## src/rtl/mm_tmr_pkg.sv

```systemverilog
package mm_tmr_pkg;
  typedef enum logic [1:0] {
    MD_RELOAD  = 2'd0,
    MD_UPDOWN  = 2'd1,
    MD_CAPTURE = 2'd2,
    MD_FAST    = 2'd3
  } tmr_mode_e;

  // control byte bit positions
  localparam int unsigned CTL_RUN    = 0;
  localparam int unsigned CTL_CNTSEL = 1;
  localparam int unsigned CTL_EXTEN  = 2;
  localparam int unsigned CTL_RXB    = 3;
  localparam int unsigned CTL_TXB    = 4;
  localparam int unsigned CTL_CAP    = 5;
  localparam int unsigned CTL_OVF    = 6;
  localparam int unsigned CTL_EXT    = 7;

  // mode byte bit positions
  localparam int unsigned MDB_DOWN = 0;
  localparam int unsigned MDB_CLKO = 1;

  // register addresses; reload bytes follow the count bytes
  localparam int unsigned ADR_CTRL = 0;
  localparam int unsigned ADR_MODE = 1;
  localparam int unsigned ADR_CNT  = 2;
endpackage

```

## src/rtl/mm_tmr_fall.sv

```systemverilog
module mm_tmr_fall (
  input  logic clk_i,
  input  logic rst_ni,
  input  logic stb_i,
  input  logic pin_i,
  output logic fall_o
);
  logic samp_q;

  always_ff @(posedge clk_i or negedge rst_ni) begin
    if (!rst_ni)    samp_q <= 1'b0;
    else if (stb_i) samp_q <= pin_i;
  end

  // previous sample high, current sample low
  assign fall_o = stb_i & samp_q & ~pin_i;

  assert_count_spacing_R4: assert property (@(posedge clk_i) disable iff (!rst_ni)
    fall_o |=> !fall_o);
endmodule

```

## src/rtl/mm_tmr_cfg.sv

```systemverilog
module mm_tmr_cfg
  import mm_tmr_pkg::*;
#(
  parameter int unsigned AW = 3
) (
  input  logic            clk_i,
  input  logic            rst_ni,
  input  logic            wr_en_i,
  input  logic [AW-1:0]   wr_addr_i,
  input  logic [5:0]      wr_data_i,
  output logic [5:0]      ctl_o,
  output logic [1:0]      md_o,
  output tmr_mode_e       mode_o,
  output logic            baud_o,
  output logic            clko_o
);
  logic [5:0] ctl_q;
  logic [1:0] md_q;

  always_ff @(posedge clk_i or negedge rst_ni) begin
    if (!rst_ni) begin
      ctl_q <= '0;
      md_q  <= '0;
    end else if (wr_en_i) begin
      if (wr_addr_i == AW'(ADR_CTRL)) ctl_q <= wr_data_i;
      if (wr_addr_i == AW'(ADR_MODE)) md_q  <= wr_data_i[1:0];
    end
  end

  always_comb begin
    baud_o = ctl_q[CTL_RXB] | ctl_q[CTL_TXB];
    clko_o = md_q[MDB_CLKO] & ~ctl_q[CTL_CNTSEL];
    if (baud_o || clko_o)        mode_o = MD_FAST;
    else if (ctl_q[CTL_CAP])     mode_o = MD_CAPTURE;
    else if (md_q[MDB_DOWN])     mode_o = MD_UPDOWN;
    else                         mode_o = MD_RELOAD;
  end

  assign ctl_o = ctl_q;
  assign md_o  = md_q;
endmodule

```

## src/rtl/mm_tmr_core.sv

```systemverilog
module mm_tmr_core
  import mm_tmr_pkg::*;
#(
  parameter int unsigned CW = 16,
  parameter int unsigned AW = 3
) (
  input  logic          clk_i,
  input  logic          rst_ni,
  input  logic          wr_en_i,
  input  logic [AW-1:0] wr_addr_i,
  input  logic [7:0]    wr_data_i,
  input  tmr_mode_e     mode_i,
  input  logic          run_i,
  input  logic          cnt_sel_i,
  input  logic          ext_en_i,
  input  logic          baud_i,
  input  logic          clko_i,
  input  logic          mcyc_stb_i,
  input  logic          state_stb_i,
  input  logic          cnt_fall_i,
  input  logic          trig_fall_i,
  input  logic          trig_lvl_i,
  output logic [CW-1:0] cnt_o,
  output logic [CW-1:0] rld_o,
  output logic          ovf_o,
  output logic          ext_o,
  output logic          tick_o,
  output logic          clk_o
);
  localparam int unsigned NB       = CW / 8;
  localparam int unsigned RLD_BASE = ADR_CNT + NB;

  logic [CW-1:0] cnt_q, rld_q, cnt_d, rld_d;
  logic ovf_q, ext_q, tick_q, clk_q;
  logic ovf_d, ext_d, tick_d, clk_d;
  logic step, adv, top, at_rld, trig_act, ctl_wr, cnt_wr;
  logic is_ud, up_roll, dn_roll;

  always_comb begin
    if (!run_i)                  step = 1'b0;
    else if (cnt_sel_i)          step = cnt_fall_i;
    else if (mode_i == MD_FAST)  step = state_stb_i;
    else                         step = mcyc_stb_i;

    top      = &cnt_q;
    at_rld   = (cnt_q == rld_q);
    trig_act = ext_en_i & trig_fall_i;
    is_ud    = (mode_i == MD_UPDOWN);
    ctl_wr   = wr_en_i && (wr_addr_i == AW'(ADR_CTRL));

    cnt_d  = cnt_q;
    rld_d  = rld_q;
    cnt_wr = 1'b0;
    for (int unsigned b = 0; b < NB; b++) begin
      if (wr_en_i && wr_addr_i == AW'(ADR_CNT + b)) begin
        cnt_d[b*8 +: 8] = wr_data_i;
        cnt_wr          = 1'b1;
      end
      if (wr_en_i && wr_addr_i == AW'(RLD_BASE + b)) rld_d[b*8 +: 8] = wr_data_i;
    end

    // software count write takes the cycle
    adv     = step & ~cnt_wr;
    up_roll = adv & top & (~is_ud | trig_lvl_i);
    dn_roll = adv & is_ud & ~trig_lvl_i & at_rld;

    if (!cnt_wr) begin
      case (mode_i)
        MD_FAST: if (adv) cnt_d = top ? rld_q : cnt_q + 1'b1;
        MD_CAPTURE: if (adv) cnt_d = cnt_q + 1'b1;
        MD_UPDOWN: begin
          if (adv) begin
            if (trig_lvl_i) cnt_d = top ? rld_q : cnt_q + 1'b1;
            else            cnt_d = at_rld ? '1 : cnt_q - 1'b1;
          end
        end
        default: begin
          if (trig_act) cnt_d = rld_q;
          else if (adv) cnt_d = top ? rld_q : cnt_q + 1'b1;
        end
      endcase
    end

    if (trig_act && mode_i == MD_CAPTURE) rld_d = cnt_q;

    ovf_d  = ctl_wr ? wr_data_i[CTL_OVF] : ovf_q;
    ext_d  = ctl_wr ? wr_data_i[CTL_EXT] : ext_q;
    tick_d = 1'b0;
    clk_d  = clk_q;

    if (mode_i == MD_FAST) begin
      if (up_roll) begin
        tick_d = baud_i;
        if (clko_i) clk_d = ~clk_q;
      end
    end else if (up_roll || dn_roll) begin
      ovf_d = 1'b1;
    end

    if (is_ud && (up_roll || dn_roll)) ext_d = ~ext_d;
    if (trig_act && !is_ud)            ext_d = 1'b1;
  end

  always_ff @(posedge clk_i or negedge rst_ni) begin
    if (!rst_ni) begin
      cnt_q  <= '0;
      rld_q  <= '0;
      ovf_q  <= 1'b0;
      ext_q  <= 1'b0;
      tick_q <= 1'b0;
      clk_q  <= 1'b0;
    end else begin
      cnt_q  <= cnt_d;
      rld_q  <= rld_d;
      ovf_q  <= ovf_d;
      ext_q  <= ext_d;
      tick_q <= tick_d;
      clk_q  <= clk_d;
    end
  end

  assign cnt_o  = cnt_q;
  assign rld_o  = rld_q;
  assign ovf_o  = ovf_q;
  assign ext_o  = ext_q;
  assign tick_o = tick_q;
  assign clk_o  = clk_q;

  assert_idle_hold_R3: assert property (@(posedge clk_i) disable iff (!rst_ni)
    (!run_i && !cnt_wr && !(trig_act && mode_i == MD_RELOAD)) |=> $stable(cnt_q));

  assert_fast_no_ovf_R9: assert property (@(posedge clk_i) disable iff (!rst_ni)
    (mode_i == MD_FAST && !ctl_wr && !ovf_q) |=> !ovf_q);

  assert_clk_hold_R11: assert property (@(posedge clk_i) disable iff (!rst_ni)
    !clko_i |=> $stable(clk_q));

  assert_ovf_sticky_R12: assert property (@(posedge clk_i) disable iff (!rst_ni)
    (ovf_q && !ctl_wr) |=> ovf_q);

  assert_ext_sticky_R12: assert property (@(posedge clk_i) disable iff (!rst_ni)
    (ext_q && !ctl_wr && !is_ud) |=> ext_q);
endmodule

```

## src/rtl/mm_timer16.sv

```systemverilog
module mm_timer16
  import mm_tmr_pkg::*;
#(
  parameter  int unsigned CNT_W  = 16,
  localparam int unsigned NB     = CNT_W / 8,
  localparam int unsigned ADDR_W = $clog2(ADR_CNT + 2 * NB)
) (
  input  logic              clk_i,
  input  logic              rst_ni,
  input  logic              mcyc_stb_i,
  input  logic              state_stb_i,
  input  logic              cnt_in_i,
  input  logic              trig_i,
  input  logic              wr_en_i,
  input  logic [ADDR_W-1:0] wr_addr_i,
  input  logic [7:0]        wr_data_i,
  input  logic [ADDR_W-1:0] rd_addr_i,
  output logic [7:0]        rd_data_o,
  output logic              ovf_flag_o,
  output logic              ext_flag_o,
  output logic              baud_tick_o,
  output logic              clk_out_o
);
  logic [5:0]       ctl;
  logic [1:0]       md;
  tmr_mode_e        mode;
  logic             baud, clko, cnt_fall, trig_fall;
  logic [CNT_W-1:0] cnt, rld;

  mm_tmr_fall u_cnt_fall (
    .clk_i (clk_i), .rst_ni(rst_ni), .stb_i(mcyc_stb_i),
    .pin_i (cnt_in_i), .fall_o(cnt_fall)
  );

  mm_tmr_fall u_trig_fall (
    .clk_i (clk_i), .rst_ni(rst_ni), .stb_i(mcyc_stb_i),
    .pin_i (trig_i), .fall_o(trig_fall)
  );

  mm_tmr_cfg #(.AW(ADDR_W)) u_cfg (
    .clk_i    (clk_i),
    .rst_ni   (rst_ni),
    .wr_en_i  (wr_en_i),
    .wr_addr_i(wr_addr_i),
    .wr_data_i(wr_data_i[5:0]),
    .ctl_o    (ctl),
    .md_o     (md),
    .mode_o   (mode),
    .baud_o   (baud),
    .clko_o   (clko)
  );

  mm_tmr_core #(.CW(CNT_W), .AW(ADDR_W)) u_core (
    .clk_i      (clk_i),
    .rst_ni     (rst_ni),
    .wr_en_i    (wr_en_i),
    .wr_addr_i  (wr_addr_i),
    .wr_data_i  (wr_data_i),
    .mode_i     (mode),
    .run_i      (ctl[CTL_RUN]),
    .cnt_sel_i  (ctl[CTL_CNTSEL]),
    .ext_en_i   (ctl[CTL_EXTEN]),
    .baud_i     (baud),
    .clko_i     (clko),
    .mcyc_stb_i (mcyc_stb_i),
    .state_stb_i(state_stb_i),
    .cnt_fall_i (cnt_fall),
    .trig_fall_i(trig_fall),
    .trig_lvl_i (trig_i),
    .cnt_o      (cnt),
    .rld_o      (rld),
    .ovf_o      (ovf_flag_o),
    .ext_o      (ext_flag_o),
    .tick_o     (baud_tick_o),
    .clk_o      (clk_out_o)
  );

  always_comb begin
    rd_data_o = '0;
    if (rd_addr_i == ADDR_W'(ADR_CTRL)) rd_data_o = {ext_flag_o, ovf_flag_o, ctl};
    if (rd_addr_i == ADDR_W'(ADR_MODE)) rd_data_o = {6'b0, md};
    for (int unsigned b = 0; b < NB; b++) begin
      if (rd_addr_i == ADDR_W'(ADR_CNT + b))      rd_data_o = cnt[b*8 +: 8];
      if (rd_addr_i == ADDR_W'(ADR_CNT + NB + b)) rd_data_o = rld[b*8 +: 8];
    end
  end
endmodule

```

## config.mk

```make
export PLATFORM = sky130hd
export DESIGN_NAME = mm_timer16
export DESIGN_NICKNAME = d
export VERILOG_FILES = /design/src/rtl/mm_tmr_pkg.sv /design/src/rtl/mm_tmr_fall.sv /design/src/rtl/mm_tmr_cfg.sv /design/src/rtl/mm_tmr_core.sv /design/src/rtl/mm_timer16.sv
export SDC_FILE = /design/constraint.sdc
export NUM_CORES = 1
export LEC_CHECK = 0
export CORE_MARGIN = 4
export CORE_UTILIZATION = 61
export CTS_CLUSTER_SIZE = 12
export DETAILED_ROUTE_END_ITERATION = 6
export PLACE_DENSITY = 0.92
export SKIP_LAST_GASP = 1
export SYNTH_ARGS = -nofsm -noshare
export SYNTH_HDL_FRONTEND = slang
export SYNTH_SLANG_ARGS = --single-unit
export TNS_END_PERCENT = 100
```

## constraint.sdc

```tcl
create_clock -name clk_i -period 6.5 [get_ports clk_i]
set_input_delay 1.625 -clock clk_i [delete_from_list [all_inputs] [get_ports clk_i]]
set_output_delay 1.625 -clock clk_i [all_outputs]
set_load 0.01 [all_outputs]
```

==> metrics <==
status finished, final reports clean; post-synth cell types 66; Fmax roughly 0.17 GHz; clk buf depth 2; global route overflow 0; worst-margin pin slew 1.189 ns; Syn. warnings 0; top-count cell post-synth nor2_1; CP Class in -> out; type of the most critical hold path reg -> reg; via-per-instance ratio 7.451; Power, Total between 1.5 and 2 mW; largest net degree at the start of global routing 47; synth cell count leaders nor2_1 (64), a21oi_1 (58), nand2_1 (48), dfrtp_1 (46), mux2i_1 (37); Setup crit end kind primary output; clock sinks 46; CTS tree done; critical-path maximum fanout 21; # Max-Cap Violations 0; vias in the first global route 4813; type of origin of the critical path primary input; Synth area leaders dfrtp_1 (25%), mux2i_1 (8.0%), a21oi_1 (6.3%), nor2_1 (5.2%), xor2_1 (4.7%); reg-to-reg slack, setup 2.85 ns; root buffer cell clkbuf_8; hold_sp u_core.clk_o; I/O pin count 33; Worst-Skew Late Latency a little over 0.3 ns; area growth from synthesis to layout 8.238%; CTS resizes 0; post-synth top area share 24.93%; number of synthesized flops with an enable pin 0; Gate Count Post-Synth 602; Residual DRC 0; HPWL Detailed ~12 mm; width of the die 95 um; share of layout cells above drive strength 1 7.358%; total CTS buffers 5; DR vias a little over 5000; final worst path period share around nine tenths; FP Rows 31; flip-flop and latch count after synthesis 46; register clock-pin slew on the reported worst setup and hold paths around 0.090 ns; gpl congestion ~1.0; global-route usage over all layers between 40% and 50%; die height ~95 um; Clock Skew ~0.0067 ns; cell area after layout 4997 sq um; H-tree level count 2; synthesized area ~4600 sq um; global-route wire length before repair between 20 and 30 mm; initial antenna violation count 0; DR iter-0 viols just under 700; worst endpoint required time between 4 and 5 ns; origin of the critical flop-to-flop path u_core.cnt_o[0]; number of nets in the layout 620; FILL cells 641; final setup violation count 0; CTS Hold Buffers Added 0; Mean Syn Cell Area roughly 7.7 sq um; worst IR drop on VDD about 0.28 mV; initial core utilization 63.32%; CP Cell Sequence clkdlybuf4s50_1 -> or3b_2 -> a21oi_1 -> a21oi_1 -> o21bai_1 -> a221oi_1 -> clkdlybuf4s50_1; Die Area approximately 9000 sq um; Core ar. roughly 7300 sq um; RSZ-0062 raised after global routing no; Pleak roughly 1.9 nW; Relative slew margins just over 20%; final wirelength 17.86 mm; Worst R2R Path Depth 7; antenna-violating nets left 0; n_diodes 0; Power Density ~360 nW/um^2; crit path max-delay cell type clkdlybuf4s50_1; Crit path largest cell delay between 0.7 and 0.8 ns; cell taking the most area after synthesis dfrtp_1; Post-CTS Setup Repair Bufs 0; register area share after synthesis about a quarter; Port Buffers 32; CP arrival approximately 4.3 ns; hold endpoint u_core.clk_o; detailed-route wire length per cell between 20 and 30 um; setup tns final 0 ns; Post-DP Area between 4000 and 5000 sq um; Hold Path Stages 1; Finished Core Util about two thirds; Top FF cell, synth dfrtp_1; Syn Nets ~630; Fin. Hold Viols 0; first-pass detailed-route iteration total 7; reg2reg end u_core.cnt_o[4]; async set-reset flop share out of synthesis 100.0%; Max Slew Vio Count 0; minimum clock period roughly 5.9 ns
## placed cells by master (no fill, tap or decap), types with 6 or more instances in the layout
master           Yosys  routed
xnor2_1             14      14
nor4_1               9       9
o21ai_0             30      30
mux2i_1             37      37
nor2b_1              7       7
o211ai_1             8       8
a211oi_1            17      17
and3_1               6       6
clkdlybuf4s50_1      0      31
dfrtp_1             46      46
nor3_1              24      24
a21oi_1             58      58
nand3_1             21      21
mux2_2              12      12
inv_1                6       6
a31oi_1             11      11
buf_4                1       8
a221oi_1             7       7
nand2_1             48      48
nor2_1              64      64
o22ai_1              9       9
xor2_1              25      25
a22oi_1              6       6
o31ai_1              6       6
## worst max path at each step
stage / start / to / slack, ns / cells after the start
floorplan: rd_addr_i[1] / rd_data_o[6] / 2.04 / 5
global placement: rd_addr_i[1] / rd_data_o[6] / 0.77 / 7
detailed placement: rd_addr_i[1] / rd_data_o[6] / 0.63 / 7
CTS: rd_addr_i[1] / rd_data_o[6] / 0.64 / 7
global route: rd_addr_i[1] / rd_data_o[6] / 0.41 / 7
finish: rd_addr_i[1] / rd_data_o[6] / 0.59 / 7
## worst max-delay path, delay by kind of cell
kind                   cells  cell delay (ns)
buffers and inverters      2             1.32
AO/OA/AOI/OAI              4             0.73
AND/OR/NAND/NOR            1             0.60
## sequential cells by signal, summed over array words and instances (netlist names), 2 cells and up
register	count
u_core.rld_o	16
u_core.cnt_o	16
u_cfg.ctl_o	6
u_cfg.md_o	2
## power breakdown
part           switching [mW]  total, mW  internal (mW)
sequential              0.335      0.715          0.380
combinational           0.497      0.891          0.395
clock                   0.112      0.188         0.0759
total                   0.944       1.79          0.851
## cells by family after synthesis
logic type / after synthesis / share of synthesized area [%]
buffers and inverters: 58 / 5.149
DFF: 46 / 24.93
AOI/OAI and AO/OA: 188 / 26.48
xor gates and xnor gates: 39 / 7.398
and+or+nand+nor: 220 / 24.55
adders and majority gates: 2 / 0.5419
muxes: 49 / 10.95
## through the flow
stage / hold WS, ns / setup WS, ns / std cells
finish: 0.4950 / 0.5950 / 697
floorplan: 0.4808 / 2.043 / 602
detailed placement: 0.4849 / 0.6287 / 689
global placement: 0.4648 / 0.7720 / 689
CTS: 0.4993 / 0.6367 / 697
global route: 0.5244 / 0.4051 / 697
## metal layers
metal	vias up	wire length (um)	global-route usage (%)
met3	100	2531	10.92
met5	-	0	0
li1	2242	-	-
met4	0	1057	23.08
met1	2418	6426	52.83
met2	433	7848	61.71
## layout make-up
cell class              instances  area, sq um  share of cell area [%]
clock buffers                   5        68.82                   1.377
clock inverters                 3        21.27                  0.4256
inverters                       6        22.52                  0.4507
multi-input cells             498         3234                   64.72
flip-flops and latches         46         1151                   23.03
well taps                      99        123.9                   2.479
repair buffers                 40        375.4                   7.511
Note: power is estimated with default switching activity, not from simulation.
